`src/rtl/sdma_pkg.sv`:
```
`timescale 1ns/1ps
package sdma_pkg;

    localparam int REG_W = 16;

    typedef enum logic [1:0] {
        ST_IDLE     = 2'd0,
        ST_ASSERT   = 2'd1,
        ST_ECC_WAIT = 2'd2
    } sdma_state_e;

endpackage

```
`src/rtl/sdma_regs.sv`:
```
`timescale 1ns/1ps
module sdma_regs #(
    parameter int CNT_W  = 11,
    parameter int DCNT_W = 9
) (
    input  logic                     clk,
    input  logic                     rst_n,
    input  logic                     wen,
    input  logic                     sel,
    input  logic [sdma_pkg::REG_W-1:0] wdata,
    output logic [sdma_pkg::REG_W-1:0] rdata,
    input  logic                     hw_dec,
    input  logic                     hw_pause,
    input  logic                     hw_finish,
    output logic                     en,
    output logic                     hold,
    output logic                     pulse_mode,
    output logic                     act_high,
    output logic [CNT_W-1:0]         sec_cnt,
    output logic [DCNT_W-1:0]        neg_cnt
);
    localparam int CNT_LSB = 4;

    logic unused_wbits;
    assign unused_wbits = ^wdata;

    // count is writable only when no transfer is running
    logic cnt_locked;
    assign cnt_locked = en && !hold;

    always_ff @(posedge clk or negedge rst_n) begin
        if (!rst_n) begin
            en         <= 1'b0;
            hold       <= 1'b0;
            pulse_mode <= 1'b0;
            act_high   <= 1'b0;
            sec_cnt    <= '0;
            neg_cnt    <= '0;
        end else begin
            if (wen && !sel) begin
                en         <= wdata[0];
                hold       <= wdata[1];
                pulse_mode <= wdata[2];
                act_high   <= wdata[3];
                if (!cnt_locked)
                    sec_cnt <= wdata[CNT_LSB +: CNT_W];
            end
            if (wen && sel)
                neg_cnt <= wdata[DCNT_W-1:0];
            // hardware events take precedence over software
            if (hw_dec)
                sec_cnt <= sec_cnt - CNT_W'(1);
            if (hw_pause)
                hold <= 1'b1;
            if (hw_finish)
                en <= 1'b0;
        end
    end

    always_comb begin
        rdata = '0;
        if (!sel) begin
            rdata[0] = en;
            rdata[1] = hold;
            rdata[2] = pulse_mode;
            rdata[3] = act_high;
            rdata[CNT_LSB +: CNT_W] = sec_cnt;
        end else begin
            rdata[DCNT_W-1:0] = neg_cnt;
        end
    end

endmodule

```
`src/rtl/sdma_pulse_timer.sv`:
```
`timescale 1ns/1ps
module sdma_pulse_timer #(
    parameter int PULSE_CYCLES = 31
) (
    input  logic clk,
    input  logic rst_n,
    input  logic clr,
    input  logic run,
    output logic expired
);
    localparam int TW = $clog2(PULSE_CYCLES + 1);

    logic [TW-1:0] cnt;

    assign expired = (cnt == TW'(PULSE_CYCLES - 1));

    always_ff @(posedge clk or negedge rst_n) begin
        if (!rst_n)
            cnt <= '0;
        else if (clr)
            cnt <= '0;
        else if (run && !expired)
            cnt <= cnt + TW'(1);
    end

endmodule

```
`src/rtl/sdma_req_fsm.sv`:
```
`timescale 1ns/1ps
module sdma_req_fsm #(
    parameter int DCNT_W = 9
) (
    input  logic              clk,
    input  logic              rst_n,
    input  logic              en,
    input  logic              hold,
    input  logic              pulse_mode,
    input  logic              act_high,
    input  logic              sec_last,
    input  logic              tmr_exp,
    input  logic [DCNT_W-1:0] data_cnt,
    input  logic [DCNT_W-1:0] neg_cnt,
    input  logic              ecc_strobe,
    input  logic              ecc_err,
    output logic              tmr_clr,
    output logic              tmr_run,
    output logic              hw_dec,
    output logic              hw_pause,
    output logic              hw_finish,
    output logic              in_wait,
    output logic              dreq_o,
    output logic              done_o
);
    import sdma_pkg::*;

    sdma_state_e state, state_nxt;

    logic go, match, ecc_ev, active;

    assign go    = en && !hold;
    assign match = (data_cnt == neg_cnt);

    always_ff @(posedge clk or negedge rst_n) begin
        if (!rst_n)
            state <= ST_IDLE;
        else
            state <= state_nxt;
    end

    always_comb begin
        state_nxt = state;
        unique case (state)
            ST_IDLE: begin
                if (go)
                    state_nxt = ST_ASSERT;
            end
            ST_ASSERT: begin
                if (!go)
                    state_nxt = ST_IDLE;
                else if (pulse_mode ? tmr_exp : match)
                    state_nxt = ST_ECC_WAIT;
            end
            ST_ECC_WAIT: begin
                if (!go)
                    state_nxt = ST_IDLE;
                else if (ecc_strobe) begin
                    if (ecc_err || sec_last)
                        state_nxt = ST_IDLE;
                    else
                        state_nxt = ST_ASSERT;
                end
            end
            default: state_nxt = ST_IDLE;
        endcase
    end

    always_comb begin
        tmr_run   = (state == ST_ASSERT);
        tmr_clr   = (state != ST_ASSERT);
        in_wait   = (state == ST_ECC_WAIT);
        ecc_ev    = in_wait && go && ecc_strobe;
        hw_pause  = ecc_ev && ecc_err;
        hw_dec    = ecc_ev && !ecc_err && !sec_last;
        hw_finish = ecc_ev && !ecc_err && sec_last;
        done_o    = hw_finish;
        active    = (state == ST_ASSERT) && go && (pulse_mode || !match);
        dreq_o    = act_high ? active : !active;
    end

endmodule

```
`src/rtl/sdma_req_ctrl.sv`:
```
`timescale 1ns/1ps
module sdma_req_ctrl #(
    parameter int CLK_PS   = 8000,
    parameter int PULSE_NS = 250,
    parameter int CNT_W    = 11,
    parameter int DCNT_W   = 9
) (
    input  logic              clk,
    input  logic              rst_n,
    input  logic              reg_wen,
    input  logic              reg_sel,
    input  logic [15:0]       reg_wdata,
    output logic [15:0]       reg_rdata,
    input  logic [DCNT_W-1:0] data_cnt,
    input  logic              ecc_strobe,
    input  logic              ecc_err,
    output logic              dreq_o,
    output logic              done_o
);
    localparam int PULSE_RAW    = (PULSE_NS * 1000 + CLK_PS / 2) / CLK_PS;
    localparam int PULSE_CYCLES = (PULSE_RAW < 1) ? 1 : PULSE_RAW;

    logic en, hold, pulse_mode, act_high;
    logic [CNT_W-1:0]  sec_cnt;
    logic [DCNT_W-1:0] neg_cnt;
    logic hw_dec, hw_pause, hw_finish;
    logic tmr_clr, tmr_run, tmr_exp, in_wait;

    sdma_regs #(.CNT_W(CNT_W), .DCNT_W(DCNT_W)) u_regs (
        .clk(clk), .rst_n(rst_n),
        .wen(reg_wen), .sel(reg_sel), .wdata(reg_wdata), .rdata(reg_rdata),
        .hw_dec(hw_dec), .hw_pause(hw_pause), .hw_finish(hw_finish),
        .en(en), .hold(hold), .pulse_mode(pulse_mode), .act_high(act_high),
        .sec_cnt(sec_cnt), .neg_cnt(neg_cnt)
    );

    sdma_pulse_timer #(.PULSE_CYCLES(PULSE_CYCLES)) u_timer (
        .clk(clk), .rst_n(rst_n),
        .clr(tmr_clr), .run(tmr_run), .expired(tmr_exp)
    );

    sdma_req_fsm #(.DCNT_W(DCNT_W)) u_fsm (
        .clk(clk), .rst_n(rst_n),
        .en(en), .hold(hold), .pulse_mode(pulse_mode), .act_high(act_high),
        .sec_last(sec_cnt == '0), .tmr_exp(tmr_exp),
        .data_cnt(data_cnt), .neg_cnt(neg_cnt),
        .ecc_strobe(ecc_strobe), .ecc_err(ecc_err),
        .tmr_clr(tmr_clr), .tmr_run(tmr_run),
        .hw_dec(hw_dec), .hw_pause(hw_pause), .hw_finish(hw_finish),
        .in_wait(in_wait), .dreq_o(dreq_o), .done_o(done_o)
    );

endmodule

```
`config.mk`:
```
export PLATFORM = sky130hd
export DESIGN_NAME = sdma_req_ctrl
export DESIGN_NICKNAME = d
export VERILOG_FILES = /design/src/rtl/sdma_pkg.sv /design/src/rtl/sdma_regs.sv /design/src/rtl/sdma_pulse_timer.sv /design/src/rtl/sdma_req_fsm.sv /design/src/rtl/sdma_req_ctrl.sv
export SDC_FILE = /design/constraint.sdc
export NUM_CORES = 1
export LEC_CHECK = 0
export BUFFER_PORTS_ARGS = -buffer_cell sky130_fd_sc_hd__buf_2
export CELL_PAD_IN_SITES_DETAIL_PLACEMENT = 1
export CELL_PAD_IN_SITES_GLOBAL_PLACEMENT = 1
export CORE_ASPECT_RATIO = 0.75
export CORE_MARGIN = 2
export CORE_UTILIZATION = 35
export CTS_CLUSTER_DIAMETER = 150
export CTS_CLUSTER_SIZE = 30
export DETAILED_ROUTE_END_ITERATION = 7
export PLACE_DENSITY_LB_ADDON = 0.1
export SLEW_MARGIN = 25
export SYNTH_ARGS = -nofsm -noshare
export SYNTH_HDL_FRONTEND = slang
export SYNTH_SLANG_ARGS = --single-unit
```
`constraint.sdc`:
```
create_clock -name clk -period 2.4 [get_ports clk]
set_clock_uncertainty 0.2 [all_clocks]
set_input_delay 0.24 -clock clk [delete_from_list [all_inputs] [get_ports clk]]
set_output_delay 0.24 -clock clk [all_outputs]
set_load 0.005 [all_outputs]
```
==> impl_metrics.py, run 1 <==
metrics = {
    "outcome": {
        "status": "finished with violations",
        "failed_checks": "setup timing",
    },
    "cells_and_area": {
        "final.fill_count": 570,
        "diodes": 0,
        "drive_gt1_share_pct": 42.7,
        "fin_nets": 288,
        "syn_to_final_growth_pct": 36.2,
        "layout_commonest_cell": "buf_2",
        "final_cell_mix": "buf_2, dfrtp_1, buf_4",
    },
    "floorplanning": {
        "rows": 22,
        "die_area_um2": 5690,
        "die_h_um": 65.9,
        "start_util_pct": 36.4,
        "io_pins": 49,
        "die_w_um": 86.5,
        "core_area_um2": 4900,
    },
    "logic_synthesis": {
        "synth_compound_area_share_pct": 13.0,
        "synth_top_family_by_area": "simple AND/OR/NAND/NOR gates",
        "ys.warnings.count": 0,
        "synthFlopType": "dfrtp_1",
        "syn_inst": 182,
        "synthDistinctLibCells": 46,
        "synth_top_area_share_pct": 43.4,
        "synthSimpleGateAreaFrac_pct": 20.5,
        "ys_seq_elements": 31,
        "syn_area_per_cell_um2": 9.81,
        "synth_xor_area_share_pct": 5.89,
        "synth_fa_ha_area_share_pct": 2.10,
        "yosysTopAreaCell": "dfrtp_1",
        "synth_area_um2": 1790,
        "synth_edf_count": 0,
        "synth_area_leaders": "dfrtp_1, mux2_2, xnor2_1",
        "synth-seq-area-share_pct": 43.4,
        "async_flop_share_pct": 100,
        "muxShareOfSynthArea_pct": 11.8,
        "syn_nets": 216,
    },
    "power": {
        "netSwitchingFraction_pct": 32.5,
        "p_comb_share_pct": 29.4,
        "clkPwrFrac_pct": 25.8,
        "vdd_drop_max_mv": 0.297,
        "power.density_nw_per_um2": 644,
        "power_switching_mw": 0.509,
        "p_int_mw": 1.06,
        "power_leakage_nw": 1.09,
        "power_frac_seq_pct": 44.8,
    },
    "clock_tree": {
        "cts-root-buf": "clkbuf_8",
        "clockBufferDepth": 2,
        "cts.sinks": 31,
        "path_clk_slew_ns": 0.07,
        "clock_latency_ns": 0.29,
        "cts.htree.levels": 2,
        "cts_made_buffers": 5,
        "cts_tree": "yes",
    },
    "sta": {
        "tns_ns": -0.0985,
        "whs_ns": 0.00563,
        "finalWorstSetupSlack_ns": -0.0985,
        "slew_headroom_pct": 51.4,
        "rsz0062_at_grt": "true",
        "worst_slew_pin_slew_ns": 0.729,
        "finalSetupViolCount": 1,
        "hold_viol": 0,
        "period_share_pct": 104,
        "period_minus_slack_ns": 2.50,
        "clock.fmax_ghz": 0.400,
        "slew_violations": 0,
    },
    "route": {
        "top_layer_used": "met4",
        "routed_wirelength_mm": 5.44,
        "routedWlPerCell_um": 17.3,
        "wl_met1_mm": 2.53,
        "wl_met2_mm": 2.64,
        "ant_nets": 0,
        "drc": 0,
        "drt_first_pass_iters": 4,
        "met3WireLength_um": 221,
        "via_per_inst": 5.28,
        "vias": 1663,
        "drt_iter0_drc": 58,
    },
    "global_routing": {
        "grt.total_usage_pct": 21.3,
        "grt_max_degree": 32,
        "antenna_found_initial": 0,
        "grt_pass1_vias": 1778,
        "grt_overflow": 0,
        "grt_first_pass_wirelength_mm": 9.09,
    },
    "worst_setup_path": {
        "reg2reg_slack_ns": 0.02,
        "cp-end-kind": "primary output",
        "critPathMaxFanout": 2,
        "start_kind": "register",
        "critical_path_class": "reg -> out",
        "crit_required_ns": 1.96,
        "worstPathArrival_ns": 2.06,
    },
    "min_path": {
        "hold_class": "in -> reg",
    },
    "placed_design": {
        "port_buffers": 46,
        "place_hpwl_mm": 3.99,
        "place_congestion": 0.813,
    },
    "run": {
        "drv_cap": 0,
    },
}
-- registers in the layout, summed over array words and instances (netlist names) --
signal             flops
u_regs.en              1
u_regs.hold            1
u_regs.neg_cnt         9
u_fsm.state            2
u_regs.sec_cnt        11
u_regs.act_high        1
u_timer.cnt            5
u_regs.pulse_mode      1
-- cell type report --
class	count	area, µm²	share of cell area (%)
clock buffers	6	72.6	2.99
clock inverters	2	12.5	0.515
inverters	7	26.3	1.08
multi-input cells	138	1040	42.6
flip-flops and latches	31	776	31.9
well taps	60	75.1	3.09
repair buffers	71	433	17.8
-- path summary, 6_finish.rpt --
check | startpoint | end | cells after the start
min | reg_wdata[0] | u_regs.neg_cnt[0]$_DFFE_PN0P_ | 2
max reg2reg | u_regs.sec_cnt[1]$_DFFE_PN0P_ | u_fsm.state[0]$_DFFE_PN0P_ | 7
max | u_regs.sec_cnt[1]$_DFFE_PN0P_ | done_o | 6
max in group asynchronous | rst_n | u_regs.neg_cnt[4]$_DFFE_PN0P_ | 2
min reg2reg | u_regs.neg_cnt[3]$_DFFE_PN0P_ | u_regs.neg_cnt[3]$_DFFE_PN0P_ | 1
min in group asynchronous | rst_n | u_regs.neg_cnt[3]$_DFFE_PN0P_ | 2
-- layer usage --
layer	global-route usage (%)	vias to the layer above
li1	-	795
met5	0	-
met1	27.8	814
met2	35.2	47
met3	6.12	7
met4	4.88	0
-- logic make-up (layout without fill, tap and decap cells) --
group                    count (synthesis)  after routing
AO/OA/AOI/OAI                           33             33
XOR/XNOR                                12             12
adder cells (fa/ha/maj)                  3              3
buffers and inverters                   13             86
flip-flops                              31             31
multiplexers                            19             19
other                                    1              1
AND/OR/NAND/NOR                         70             70
-- critical path, stage by stage (launching register included) --
cell	delay, ns
dfrtp_1	0.40
inv_2	0.09
ha_4	0.12
or4b_4	0.45
or4_4	0.46
nor2_4	0.13
buf_2	0.12
-- stage by stage --
step / area (µm²) / std cells / total power, mW / worst slack, ns / utilization [%]
global route: 2430 / 315 / 1.68 / -0.164 / 49.6
detailed placement: 2150 / 293 / 1.11 / -0.0106 / 43.8
global placement: 2150 / 293 / 1.08 / 0.0548 / 43.8
finish: 2430 / 315 / 1.57 / -0.0985 / 49.6
CTS: 2350 / 311 / 1.55 / -0.103 / 47.9
floorplan: 1790 / 182 / 0.904 / 0.0419 / -
-- cell usage after synthesis (2+ instances only) --
cell	instances
and3_1	2
nand4_1	3
nand3_1	8
ha_1	3
mux2_2	17
nor2b_1	8
a211oi_1	2
nor3_1	4
xor2_1	3
xnor2_1	9
a21oi_1	3
o21ai_1	3
or4_1	2
inv_1	7
nand2_1	15
nand2b_1	2
dfrtp_1	31
o21ai_0	10
mux2i_1	2
nor2_1	16
nor4_1	3
clkbuf_1	5
-- power by group through the flow --
stage	clock network [mW]	registers, mW	logic [mW]
final	0.404	0.701	0.461
after floorplan	0	0.675	0.229
after global routing	0.448	0.717	0.512
after detailed placement	0	0.704	0.405
after global placement	0	0.693	0.385
after CTS	0.417	0.696	0.439
-- what timing repair did --
| action | CTS | global route |
|---|---|---|
| endpoints found under the setup margin | 4 | 12 |
| pin swaps | 2 | 4 |
| endpoints found under the hold margin | 35 | 1 |
| gates resized for setup | 8 | 9 |
| hold buffers | 5 | 1 |
| buffers inserted | 5 | 3 |
Note: power is estimated with default switching activity, not from simulation.
==> run 2: changes to the inputs <==
Settings changed: SKIP_CTS_REPAIR_TIMING set to 1, SKIP_LAST_GASP set to 1.
==> run 2 against run 1 <==
Net effect:
- the run ends with hold timing, setup timing left
- register-to-register slack worse by 0.03 ns
- sequential power grew 0.6%
- flip-flop and latch count unchanged
- non-clock buffer count shrank 6
- first-iteration DRC count up 17%
- die area did not move
- clock power about the same
- wire length decreased by 0.35%
- fmax fell by 1.1%
- final cell count shrank 1.9%
- setup slack got worse by 0.029 ns
==> impl_metrics.py, run 2 (synthesized netlist as in run 1, its figures left out) <==
metrics = {
    "power": {
        "power_leakage_nw": 1.06,
        "finalPower_mw": 1.56,
        "power.density_nw_per_um2": 651,
        "p_int_mw": 1.05,
        "clkPwrFrac_pct": 26.0,
        "power_frac_seq_pct": 45.2,
        "vdd_drop_max_mv": 0.299,
        "netSwitchingFraction_pct": 32.8,
        "power_switching_mw": 0.512,
        "p_comb_share_pct": 28.8,
    },
    "sta": {
        "clock.fmax_ghz": 0.396,
        "finalWorstSetupSlack_ns": -0.127,
        "finalSetupViolCount": 2,
        "whs_ns": -0.00189,
        "hold_viol": 2,
        "worst_slew_pin_slew_ns": 0.739,
        "slew_violations": 0,
        "slew_headroom_pct": 50.7,
        "rsz0062_at_grt": "true",
        "period_share_pct": 105,
        "tns_ns": -0.138,
        "period_minus_slack_ns": 2.53,
    },
    "clock_tree": {
        "cts.sinks": 31,
        "cts_tree": "yes",
        "clockBufferDepth": 2,
        "cts-root-buf": "clkbuf_8",
        "cts_made_buffers": 5,
        "cts.htree.levels": 2,
        "path_clk_slew_ns": 0.07,
        "clock_latency_ns": 0.28,
    },
    "global_routing": {
        "grt_overflow": 0,
        "grt.total_usage_pct": 20.0,
        "grt_max_degree": 32,
        "antenna_found_initial": 0,
        "grt_first_pass_wirelength_mm": 8.63,
        "grt_pass1_vias": 1705,
    },
    "route": {
        "drt_iter0_drc": 68,
        "ant_nets": 0,
        "drt_first_pass_iters": 4,
        "vias": 1634,
        "routedWlPerCell_um": 17.5,
        "routed_wirelength_mm": 5.42,
        "drc": 0,
        "via_per_inst": 5.29,
    },
    "worst_setup_path": {
        "crit_slowest_cell": "or4_4",
        "regToRegStartpoint": "u_regs.sec_cnt[0]$_DFFE_PN0P_",
        "slowest_delay_ns": 0.47,
        "critPathMaxFanout": 3,
        "rr_worst_depth": 7,
        "cp-end-kind": "primary output",
        "reg2reg_slack_ns": -0.01,
        "critical_path_class": "reg -> out",
        "start_kind": "register",
        "reg2reg_to": "u_fsm.state[0]$_DFFE_PN0P_",
        "cp_num_buf_inv": 2,
        "crit_required_ns": 1.96,
        "cpLargestDelayFamily": "simple AND/OR/NAND/NOR gates",
        "crit_chain": "inv_2, ha_4, or4b_4, or4_4, nor2_4, buf_2",
        "worstPathArrival_ns": 2.09,
    },
    "cells_and_area": {
        "fin_nets": 282,
        "diodes": 0,
        "layout_commonest_cell": "buf_2",
        "largest_register_ffs": 11,
        "final_core_util_pct": 48.9,
        "top_regs": "u_regs.sec_cnt: 11 flops, u_regs.neg_cnt: 9 flops, u_timer.cnt: 5 flops",
        "drive_gt1_share_pct": 43.4,
        "fin_cells": 309,
        "syn_to_final_growth_pct": 34.2,
        "final_cell_mix": "buf_2, dfrtp_1, mux2_2, buf_4, nand2_1",
        "largest_register": "u_regs.sec_cnt",
        "final.fill_count": 574,
    },
    "min_path": {
        "holdPathEnd": "u_regs.sec_cnt[4]$_DFFE_PN0P_",
        "hold_class": "in -> reg",
        "holdPathStages": 3,
        "hp-start": "reg_wdata[8]",
    },
    "run": {
        "drv_cap": 0,
    },
    "placed_design": {
        "dp_cells": 293,
        "port_buffers": 46,
        "place_hpwl_mm": 3.99,
        "place_congestion": 0.813,
    },
    "floorplanning": {
        "core_area_um2": 4900,
        "die_area_um2": 5690,
        "io_pins": 49,
        "die_w_um": 86.5,
        "rows": 22,
        "start_util_pct": 36.4,
        "die_h_um": 65.9,
    },
    "outcome": {
        "status": "finished with violations",
        "failed_checks": "hold timing, setup timing",
    },
}
[run 2: area by class of cell]
type | instances | area, µm² | area share [%]
Timing Repair Buffer | 65 | 378 | 15.8
Clock inverter | 2 | 12.5 | 0.522
Tap cell | 60 | 75.1 | 3.13
Multi-Input combinational cell | 138 | 1060 | 44.1
Sequential cell | 31 | 776 | 32.4
Inverter | 7 | 26.3 | 1.10
Clock buffer | 6 | 72.6 | 3.03
[run 2: power by group through the flow]
stage                     sequential (mW)  clock (mW)  combinational (mW)
after global routing                0.720       0.441               0.500
final                               0.705       0.405               0.450
after floorplan                     0.675           0               0.229
after detailed placement            0.704           0               0.405
after CTS                           0.694       0.417               0.407
after global placement              0.693           0               0.385
[run 2: per-stage QoR]
| step | area, µm² | setup WS [ns] |
|---|---|---|
| finish | 2400 | -0.127 |
| global route | 2400 | -0.190 |
| CTS | 2230 | -0.301 |
| detailed placement | 2150 | -0.0106 |
| global placement | 2150 | 0.0548 |
| floorplan | 1790 | 0.0419 |
[run 2: per-layer routing]
| layer | vias up | GRT usage (%) | part of all wire, % |
|---|---|---|---|
| li1 | 782 | - | - |
| met1 | 803 | 27.0 | 47 |
| met2 | 41 | 32.8 | 48 |
| met3 | 8 | 4.24 | 4.2 |
| met4 | 0 | 5.47 | 0.90 |
| met5 | - | 0 | 0 |
[run 2: how the worst max path moves through the flow]
stage | startpoint | end | slack (ns) | cells after the start
floorplan | u_regs.sec_cnt[0]$_DFFE_PN0P_ | u_fsm.state[0]$_DFFE_PN0P_ | 0.04 | 6
global placement | u_regs.sec_cnt[0]$_DFFE_PN0P_ | done_o | 0.05 | 6
detailed placement | u_regs.sec_cnt[0]$_DFFE_PN0P_ | u_regs.sec_cnt[2]$_DFFE_PN0P_ | -0.01 | 7
CTS | u_regs.sec_cnt[0]$_DFFE_PN0P_ | done_o | -0.30 | 6
global route | u_regs.sec_cnt[0]$_DFFE_PN0P_ | done_o | -0.19 | 6
finish | u_regs.sec_cnt[0]$_DFFE_PN0P_ | done_o | -0.13 | 6
[run 2: worst reg2reg max path, delay by kind of cell (launching register included)]
family	cells	cell delay [ns]
compound gates	2	0.38
simple gates	2	0.92
buf+inv	2	0.27
flops	1	0.40
fa+ha+maj	1	0.14
==> run 3: changes to the inputs <==
Settings changed: CELL_PAD_IN_SITES_DETAIL_PLACEMENT 1 to not set, CELL_PAD_IN_SITES_GLOBAL_PLACEMENT 1 to not set, CORE_UTILIZATION 35 to 47, PLACE_DENSITY set to 0.76, PLACE_DENSITY_LB_ADDON 0.1 to not set.
==> run 3 against run 2 <==
Net effect:
- final cell count fell by 3.2%
- the flow finishes with violations (setup timing)
- via count fell by 2.9%
- sequential power fell by 1%
- first-iteration DRC count rose by 97%
- sequential share of layout area rose by 0.96 points
- largest power group unchanged
- non-clock buffer count fell by 2
==> impl_metrics.py, run 3 (synthesized netlist as in run 1, its figures left out) <==
metrics = {
    "worst_setup_path": {
        "worstPathArrival_ns": 2.08,
        "crit_required_ns": 1.96,
        "critPathMaxFanout": 3,
        "critical_path_class": "reg -> out",
        "start_kind": "register",
        "cp-end-kind": "primary output",
    },
    "power": {
        "finalPower_mw": 1.56,
        "clkPwrFrac_pct": 29.5,
        "power_frac_seq_pct": 44.7,
        "power.density_nw_per_um2": 670,
        "netSwitchingFraction_pct": 30.2,
        "p_comb_share_pct": 25.8,
        "power_switching_mw": 0.471,
        "p_int_mw": 1.09,
        "power_leakage_nw": 1.04,
        "vdd_drop_max_mv": 0.556,
    },
    "placed_design": {
        "placed_cell_area_um2": 2130,
        "place_hpwl_mm": 3.07,
        "dp_cells": 284,
        "place_congestion": 0.862,
        "port_buffers": 46,
        "place_ws_ns": 0.0590,
    },
    "floorplanning": {
        "start_util_pct": 48.8,
        "die_h_um": 57.4,
        "io_pins": 49,
        "rows": 19,
        "die_w_um": 75.2,
        "die_area_um2": 4310,
        "core_area_um2": 3660,
    },
    "clock_tree": {
        "cts_tree": "yes",
        "cts-root-buf": "clkbuf_8",
        "clock_latency_ns": 0.29,
        "clockBufferDepth": 2,
        "cts_made_buffers": 5,
        "path_clk_slew_ns": 0.07,
        "cts.htree.levels": 2,
        "cts.sinks": 31,
    },
    "run": {
        "drv_cap": 0,
    },
    "sta": {
        "finalWorstSetupSlack_ns": -0.120,
        "worst_slew_pin_slew_ns": 0.695,
        "slew_violations": 0,
        "period_minus_slack_ns": 2.52,
        "rsz0062_at_grt": "true",
        "period_share_pct": 105,
        "clock.fmax_ghz": 0.397,
        "slew_headroom_pct": 53.7,
        "hold_viol": 0,
        "finalSetupViolCount": 1,
    },
    "cells_and_area": {
        "largest_register": "u_regs.sec_cnt",
        "final.fill_count": 337,
        "diodes": 0,
        "largest_register_ffs": 11,
        "top_regs": "u_regs.sec_cnt: 11 flops, u_regs.neg_cnt: 9 flops, u_timer.cnt: 5 flops",
        "finish.instance_area_um2": 2330,
        "final_cell_mix": "buf_2, dfrtp_1, mux2_2",
        "layout_commonest_cell": "buf_2",
        "fin_nets": 280,
        "syn_to_final_growth_pct": 30.3,
        "drive_gt1_share_pct": 38.1,
        "fin_cells": 299,
    },
    "route": {
        "vias": 1587,
        "routed_wirelength_mm": 4.37,
        "via_per_inst": 5.31,
        "drt_iter0_drc": 134,
        "drc": 0,
        "drt_first_pass_iters": 4,
        "ant_nets": 0,
        "routedWlPerCell_um": 14.6,
    },
    "global_routing": {
        "grt_overflow": 0,
        "grt.total_usage_pct": 21.5,
        "grt_max_degree": 32,
        "grt_pass1_vias": 1527,
        "antenna_found_initial": 0,
        "grt_first_pass_wirelength_mm": 6.98,
    },
    "outcome": {
        "failed_checks": "setup timing",
        "status": "finished with violations",
    },
    "min_path": {
        "hold_class": "in -> reg",
    },
}
run 3: changes by cell type in the layout (fill, tap and decap cells not counted), sizes merged:
cell         change
buf              -5
dlygate4sd3      +3
clkbuf           +2
clkinv           -1
clkinvlp         -1
run 3: layout make-up:
cell class / count / area [µm²] / share of cell area, %
well taps: 52 / 65.1 / 2.80
inverters: 7 / 26.3 / 1.13
repair buffers: 63 / 370 / 15.9
multi-input cells: 138 / 990 / 42.5
flip-flops and latches: 31 / 776 / 33.3
clock buffers: 8 / 100 / 4.30
run 3: power by group through the flow:
stage / logic, mW / registers [mW] / clock network (mW)
2_1_floorplan: 0.229 / 0.675 / 0
3_3_place_gp: 0.367 / 0.698 / 0
3_5_place_dp: 0.375 / 0.701 / 0
4_1_cts: 0.381 / 0.693 / 0.469
5_1_grt: 0.449 / 0.710 / 0.489
6_report: 0.402 / 0.698 / 0.460
run 3: routing by layer:
metal / wire length (µm) / share of wire (%) / vias to the layer above / track usage [%]
li1: - / - / 786 / -
met1: 2190 / 50 / 752 / 31.1
met2: 1910 / 44 / 42 / 31.5
met3: 205 / 4.7 / 7 / 5.30
met4: 66 / 1.5 / 0 / 7.77
met5: 0 / 0 / - / 0
run 3: critical path, cell delays in order (launching register included):
cell and delay (ns):
dfrtp_1 0.39, inv_2 0.09, ha_4 0.13, or4b_4 0.47, or4_4 0.46, nor2_4 0.13
buf_2 0.12
run 3: per-stage QoR:
step                utilization, %  hold slack, ns  TNS, ns
CTS                           60.9          -0.189   -0.275
global placement              58.2           0.122        0
detailed placement            58.2           0.121        0
global route                  63.6         0.00601   -0.258
floorplan                        -          -0.256        0
finish                        63.6         0.00200   -0.120
run 3: final timing paths:
check                                              startpoint  cells past startpoint                       endpoint  slack [ns]
worst max-delay path            u_regs.sec_cnt[1]$_DFFE_PN0P_                      6                         done_o       -0.12
worst min-delay path                             reg_wdata[8]                      3  u_regs.sec_cnt[4]$_DFFE_PN0P_       0.002
worst max register to register  u_regs.sec_cnt[1]$_DFFE_PN0P_                      8  u_regs.sec_cnt[7]$_DFFE_PN0P_        0.05
worst min register to register  u_regs.neg_cnt[3]$_DFFE_PN0P_                      1  u_regs.neg_cnt[3]$_DFFE_PN0P_        0.36
max in group asynchronous                               rst_n                      2          u_regs.en$_DFFE_PN0P_        1.19
min in group asynchronous                               rst_n                      2  u_regs.sec_cnt[3]$_DFFE_PN0P_        0.35
